[config.mk]
export PLATFORM = sky130hd
export DESIGN_NAME = dbg_exc_ctrl
export DESIGN_NICKNAME = d
export VERILOG_FILES = /design/src/rtl/dbg_exc_pkg.sv /design/src/rtl/dbg_cause_decode.sv /design/src/rtl/dbg_flag_regs.sv /design/src/rtl/dbg_status_reg.sv /design/src/rtl/dbg_exc_ctrl.sv
export SDC_FILE = /design/constraint.sdc
export NUM_CORES = 1
export LEC_CHECK = 0
export CAP_MARGIN = 20
export CORE_MARGIN = 1
export CORE_UTILIZATION = 34
export DETAILED_ROUTE_END_ITERATION = 16
export PLACE_DENSITY_LB_ADDON = 0.12
export SYNTH_ARGS = -nofsm -noshare
export SYNTH_HDL_FRONTEND = slang
export SYNTH_SLANG_ARGS = --single-unit
[constraint.sdc]
create_clock -name clk -period 2.5 [get_ports clk]
set_input_delay 0.75 -clock clk [delete_from_list [all_inputs] [get_ports clk]]
set_output_delay 0.75 -clock clk [all_outputs]
set_load 0.01 [all_outputs]
[src/rtl/dbg_exc_pkg.sv]
package dbg_exc_pkg;
  typedef enum logic [1:0] {
    KIND_EXEC  = 2'b00,
    KIND_WRITE = 2'b01,
    KIND_IO    = 2'b10,
    KIND_RDWR  = 2'b11
  } slot_kind_e;
endpackage

[src/rtl/dbg_cause_decode.sv]
module dbg_cause_decode #(
  parameter int NUM_SLOTS = 4
) (
  input  logic [NUM_SLOTS-1:0]   slot_hit,
  input  logic [NUM_SLOTS-1:0]   slot_en,
  input  logic [2*NUM_SLOTS-1:0] slot_kind,
  input  logic                   rf,
  output logic [NUM_SLOTS-1:0]   hit_mark,
  output logic                   exec_trig,
  output logic                   data_trig
);
  import dbg_exc_pkg::*;

  logic [NUM_SLOTS-1:0] fire_exec;
  logic [NUM_SLOTS-1:0] fire_data;

  for (genvar i = 0; i < NUM_SLOTS; i++) begin : g_slot
    logic is_exec;
    logic seen;
    // Execute hits are masked while the resume flag is set.
    assign is_exec      = (slot_kind[2*i +: 2] == KIND_EXEC);
    assign seen         = slot_hit[i] & ~(is_exec & rf);
    assign hit_mark[i]  = seen;
    assign fire_exec[i] = seen & slot_en[i] & is_exec;
    assign fire_data[i] = seen & slot_en[i] & ~is_exec;
  end

  assign exec_trig = |fire_exec;
  assign data_trig = |fire_data;
endmodule

[src/rtl/dbg_flag_regs.sv]
module dbg_flag_regs (
  input  logic       clk,
  input  logic       rst_n,
  input  logic       flags_wr,
  input  logic [1:0] flags_wdata,
  input  logic       gd_take,
  input  logic       exc_take,
  input  logic       swint,
  input  logic       retire,
  input  logic       iret,
  input  logic       iret_rf,
  output logic       tf,
  output logic       rf,
  output logic       gd
);
  logic tf_d, rf_d, gd_d;

  always_comb begin
    tf_d = tf;
    gd_d = gd;
    rf_d = rf;
    if (flags_wr) begin
      tf_d = flags_wdata[1];
      gd_d = flags_wdata[0];
    end
    // Hardware updates override the software write.
    if (exc_take || swint) tf_d = 1'b0;
    if (gd_take)           gd_d = 1'b0;
    if (iret)              rf_d = iret_rf;
    else if (retire)       rf_d = 1'b0;
  end

  always_ff @(posedge clk or negedge rst_n) begin
    if (!rst_n) begin
      tf <= 1'b0;
      rf <= 1'b0;
      gd <= 1'b0;
    end else begin
      tf <= tf_d;
      rf <= rf_d;
      gd <= gd_d;
    end
  end
endmodule

[src/rtl/dbg_status_reg.sv]
module dbg_status_reg #(
  parameter int SW = 6
) (
  input  logic          clk,
  input  logic          rst_n,
  input  logic          stat_wr,
  input  logic [SW-1:0] stat_wdata,
  input  logic [SW-1:0] set_bits,
  output logic [SW-1:0] status
);
  logic [SW-1:0] status_d;
  logic          status_en;

  assign status_en = stat_wr | (|set_bits);

  always_comb begin
    status_d = stat_wr ? stat_wdata : status;
    status_d = status_d | set_bits;
  end

  always_ff @(posedge clk or negedge rst_n) begin
    if (!rst_n) begin
      status <= '0;
    end else if (status_en) begin
      status <= status_d;
    end
  end
endmodule

[src/rtl/dbg_exc_ctrl.sv]
module dbg_exc_ctrl #(
  parameter int NUM_SLOTS = 4,
  localparam int SW = NUM_SLOTS + 2
) (
  input  logic                   clk,
  input  logic                   rst_n,
  input  logic [NUM_SLOTS-1:0]   slot_hit,
  input  logic [NUM_SLOTS-1:0]   slot_en,
  input  logic [2*NUM_SLOTS-1:0] slot_kind,
  input  logic                   retire,
  input  logic                   dreg_access,
  input  logic                   swint,
  input  logic                   iret,
  input  logic                   iret_rf,
  input  logic                   flags_wr,
  input  logic [1:0]             flags_wdata,
  input  logic                   stat_wr,
  input  logic [SW-1:0]          stat_wdata,
  output logic                   exc_req,
  output logic                   exc_is_fault,
  output logic [SW-1:0]          status,
  output logic                   tf,
  output logic                   rf,
  output logic                   gd
);
  logic [NUM_SLOTS-1:0] hit_mark;
  logic                 exec_trig, data_trig;
  logic                 gd_evt, ss_evt, any_cause, fault_cause;
  logic [SW-1:0]        set_bits;
  logic                 req_d, fault_d;

  dbg_cause_decode #(.NUM_SLOTS(NUM_SLOTS)) u_decode (
    .slot_hit  (slot_hit),
    .slot_en   (slot_en),
    .slot_kind (slot_kind),
    .rf        (rf),
    .hit_mark  (hit_mark),
    .exec_trig (exec_trig),
    .data_trig (data_trig)
  );

  assign gd_evt      = dreg_access & gd;
  assign ss_evt      = retire & tf;
  assign any_cause   = exec_trig | data_trig | gd_evt | ss_evt;
  assign fault_cause = exec_trig | gd_evt;
  assign set_bits    = {ss_evt, gd_evt, hit_mark};

  dbg_flag_regs u_flags (
    .clk         (clk),
    .rst_n       (rst_n),
    .flags_wr    (flags_wr),
    .flags_wdata (flags_wdata),
    .gd_take     (gd_evt),
    .exc_take    (any_cause),
    .swint       (swint),
    .retire      (retire),
    .iret        (iret),
    .iret_rf     (iret_rf),
    .tf          (tf),
    .rf          (rf),
    .gd          (gd)
  );

  dbg_status_reg #(.SW(SW)) u_status (
    .clk        (clk),
    .rst_n      (rst_n),
    .stat_wr    (stat_wr),
    .stat_wdata (stat_wdata),
    .set_bits   (set_bits),
    .status     (status)
  );

  always_comb begin
    req_d   = any_cause;
    fault_d = any_cause & fault_cause;
  end

  always_ff @(posedge clk or negedge rst_n) begin
    if (!rst_n) begin
      exc_req      <= 1'b0;
      exc_is_fault <= 1'b0;
    end else begin
      exc_req      <= req_d;
      exc_is_fault <= fault_d;
    end
  end
endmodule

==> key figures <==
Run status
  – Status: complete, no violations

Min path
  – Hold endpoint: u_status.status[4]$_DFFE_PN0P_
  – Hold Crit Start: u_status.status[4]$_DFFE_PN0P_
  – Hold Path Class: flop to flop
  – Min-Delay Path Depth: 2

Floorplan
  – Num ports: 44
  – Rows: 14
  – Die area: 1799 um^2
  – Die height: 42.42 um
  – Die X: 42.42 um
  – Initial Utilization: 0.3645
  – CORE AREA: 1524 um^2

Timing
  – Crit share post-route: 0.8511
  – Final Setup Violations: 0
  – Final worst slack: 0.3722 ns
  – Post-route minimum period: 2.128 ns
  – Final Max Slew Viols: 0
  – RSZ-0062 raised after global routing: no
  – Final hold viol count: 0
  – Slew @ Worst Pin: 0.5022 ns
  – Max-Slew Margin vs Limit: 0.6641
  – Setup Skew: 0.0002695 ns
  – Setup_tns: 0 ns
  – Fmax: 0.4700 GHz

Worst setup path
  – Flop-to-flop setup slack: 1.03 ns
  – Delay-heaviest family, CP: buffers and inverters
  – CP max stage delay: 0.60 ns
  – Cell Chain, Critical Path: clkdlybuf4s50_1
  – CP max stage cell: clkdlybuf4s50_1
  – Critical path class: flop to primary output
  – Crit path DAT: 1.38 ns
  – Crit path max fanout: 9
  – Worst Path Buf+Inv: 1
  – Reg2reg start: u_flags.rf$_DFFE_PN0P_
  – Worst setup SP type: flop
  – Terminus of the critical flop-to-flop path: exc_req$_DFF_PN0_
  – Critical Path RT: 1.75 ns
  – Crit. End Element: primary output
  – Reg2reg path depth: 3

Clock tree
  – Post-CTS Hold Buffers: 0
  – Worst skew pair latency: 0.26 ns
  – Htree depth: 1
  – Setup Fix Bufs, Post-CTS: 0
  – TritonCTS buffer count: 3
  – Worst-path clk slew: 0.07 ns
  – Maximum clock path buffer count: 2
  – CTS Sinks: 11
  – CTS tree: done
  – Root Buffer: clkbuf_4
  – # resized after CTS: 0

Routing
  – Wirelength per Cell: 12.65 um
  – Drt drc: 0
  – Starting DRT DRC Count: 10
  – Final ANT Viol Nets: 0
  – Drt pass-1 iters: 4
  – Via Count: 589
  – Vias/cell: 5.034
  – DRT Wirelength: 1.480 mm

Logic synthesis
  – Cell area after synthesis: 555.5 um^2
  – Commonest cells post-synth: 12 x nand2_1, 11 x dfrtp_1, 5 x nor2_1
  – Cells after Synth: 55
  – Cell accounting for the most synthesized area: dfrtp_1
  – Main synth FF type: dfrtp_1
  – Most frequent cell after synthesis: nand2_1
  – Post-synthesis register bit count: 11
  – Number of synthesized flops with an enable pin: 0
  – Syn Nets: 88
  – Synth Warn #: 0
  – Synth unique cells: 18
  – Area contributors post-synth: dfrtp_1 50%, nand2_1 8.1%, a221o_1 7.2%, mux2i_1 7.2%, nor2b_1 4.5%
  – Synth async-reset ratio: 1.000
  – Seq/Total Area, Yosys: 0.4955
  – Yosys top cell area share: 0.4955
  – Average cell area after synthesis: 10.10 um^2

Pwr
  – NetSw: 0.1178 mW
  – Pleak: 0.4107 nW
  – Int Power: 0.3500 mW
  – Comb power frac: 0.299
  – Sw Share: 0.2518
  – Pwr/cell area: 454.8 nW/um^2
  – Peak VDD IR: 0.4685 mV
  – Clk pwr share: 0.262
  – Sequential share of power: 0.439

GRT
  – Largest net degree at the start of global routing: 12
  – Total Routing Usage GR: 0.1848
  – Gr ovfl total: 0
  – Vias in the first global route: 575
  – Initial antenna violation count: 0
  – Global-route wire length before repair: 2.456 mm

Finish
  – Area growth syn-to-layout: 85.14%
  – Ant diodes: 0
  – Nets: 135
  – Layout cells sized above 1: 0.03960

Placed design
  – Buffers added on ports: 43
  – Hpwl dp: 1.194 mm
  – Post-placement setup slack: 0.2312 ns
  – Final GP Congestion: 0.7608

Job
  – Max cap viols: 0
area by class of cell:
cell class                 count  area (um^2)
tap                           16        20.02
sequential                    11        275.3
clock buffer                   4        26.28
timing repair buffer          43        430.4
multi-input combinational     43        276.5
fill                         125        495.5
cell usage in the layout, fill, tap and decap left out:
master	n
nor2_1	5
o41ai_1	1
a21oi_1	2
or2b_1	1
clkdlybuf4s50_1	43
or3_1	1
o211ai_1	1
nor4b_1	1
o221ai_1	1
nand2_1	12
dfrtp_1	11
or3_4	1
or4bb_1	2
a221o_1	4
o21ai_0	2
clkbuf_4	3
clkbuf_1	1
mux2i_1	4
nor4_1	1
nor2b_1	4
cell families after synthesis:
| kind of cell | after synthesis | synth area share |
|---|---|---|
| AOI/OAI and AO/OA | 11 | 0.1532 |
| buffers and inverters | 1 | 0.006750 |
| muxes | 4 | 0.07207 |
| DFF | 11 | 0.4955 |
| and+or+nand+nor | 28 | 0.2725 |
state kept, by name (all words and copies together) (netlist names):
name,count
exc_req,1
u_flags.tf,1
u_status.status,6
exc_is_fault,1
u_flags.gd,1
u_flags.rf,1
layer usage:
metal  track usage  up-vias  share of wire
met5             0        -              0
met4       0.05625        0         0.0088
met3       0.07759        2          0.075
met2        0.3108       24           0.50
met1        0.2120      267           0.42
li1              -      296              -
power by group through the flow:
stage / clock network (mW) / logic (mW) / registers (mW)
after global routing: 0.138 / 0.151 / 0.208
after global placement: 0 / 0.139 / 0.209
after CTS: 0.129 / 0.142 / 0.206
final: 0.122 / 0.140 / 0.205
after floorplan: 0 / 0.0349 / 0.216
after detailed placement: 0 / 0.140 / 0.209
per-stage QoR:
step | instance area [um^2] | hold slack, ns | total power [mW] | utilization | cells
3_3_place_gp | 1002 | 0.4784 | 0.3482 | 0.6576 | 113
6_report | 1028 | 0.4978 | 0.4678 | 0.6749 | 117
2_1_floorplan | 555.5 | 0.4544 | 0.2512 | - | 55
4_1_cts | 1028 | 0.5039 | 0.4760 | 0.6749 | 117
3_5_place_dp | 1002 | 0.4858 | 0.3498 | 0.6576 | 113
5_1_grt | 1028 | 0.5197 | 0.4968 | 0.6749 | 117
how the worst max path moves through the flow:
stage,startpoint,to,slack [ns],depth (start not counted)
after floorplan,slot_hit[3],exc_req$_DFF_PN0_,0.75,4
after global placement,slot_hit[3],exc_req$_DFF_PN0_,0.26,5
after detailed placement,slot_hit[3],exc_req$_DFF_PN0_,0.23,5
after CTS,u_flags.rf$_DFFE_PN0P_,rf,0.34,1
after global routing,u_flags.rf$_DFFE_PN0P_,rf,0.29,1
final,u_flags.rf$_DFFE_PN0P_,rf,0.37,1
worst register-to-register path, stage by stage, from the launching register on:
cell and delay, ns:
dfrtp_1 0.51, o41ai_1 0.14, or3_4 0.40, or3_1 0.31
(Power assumes the default switching activity.)
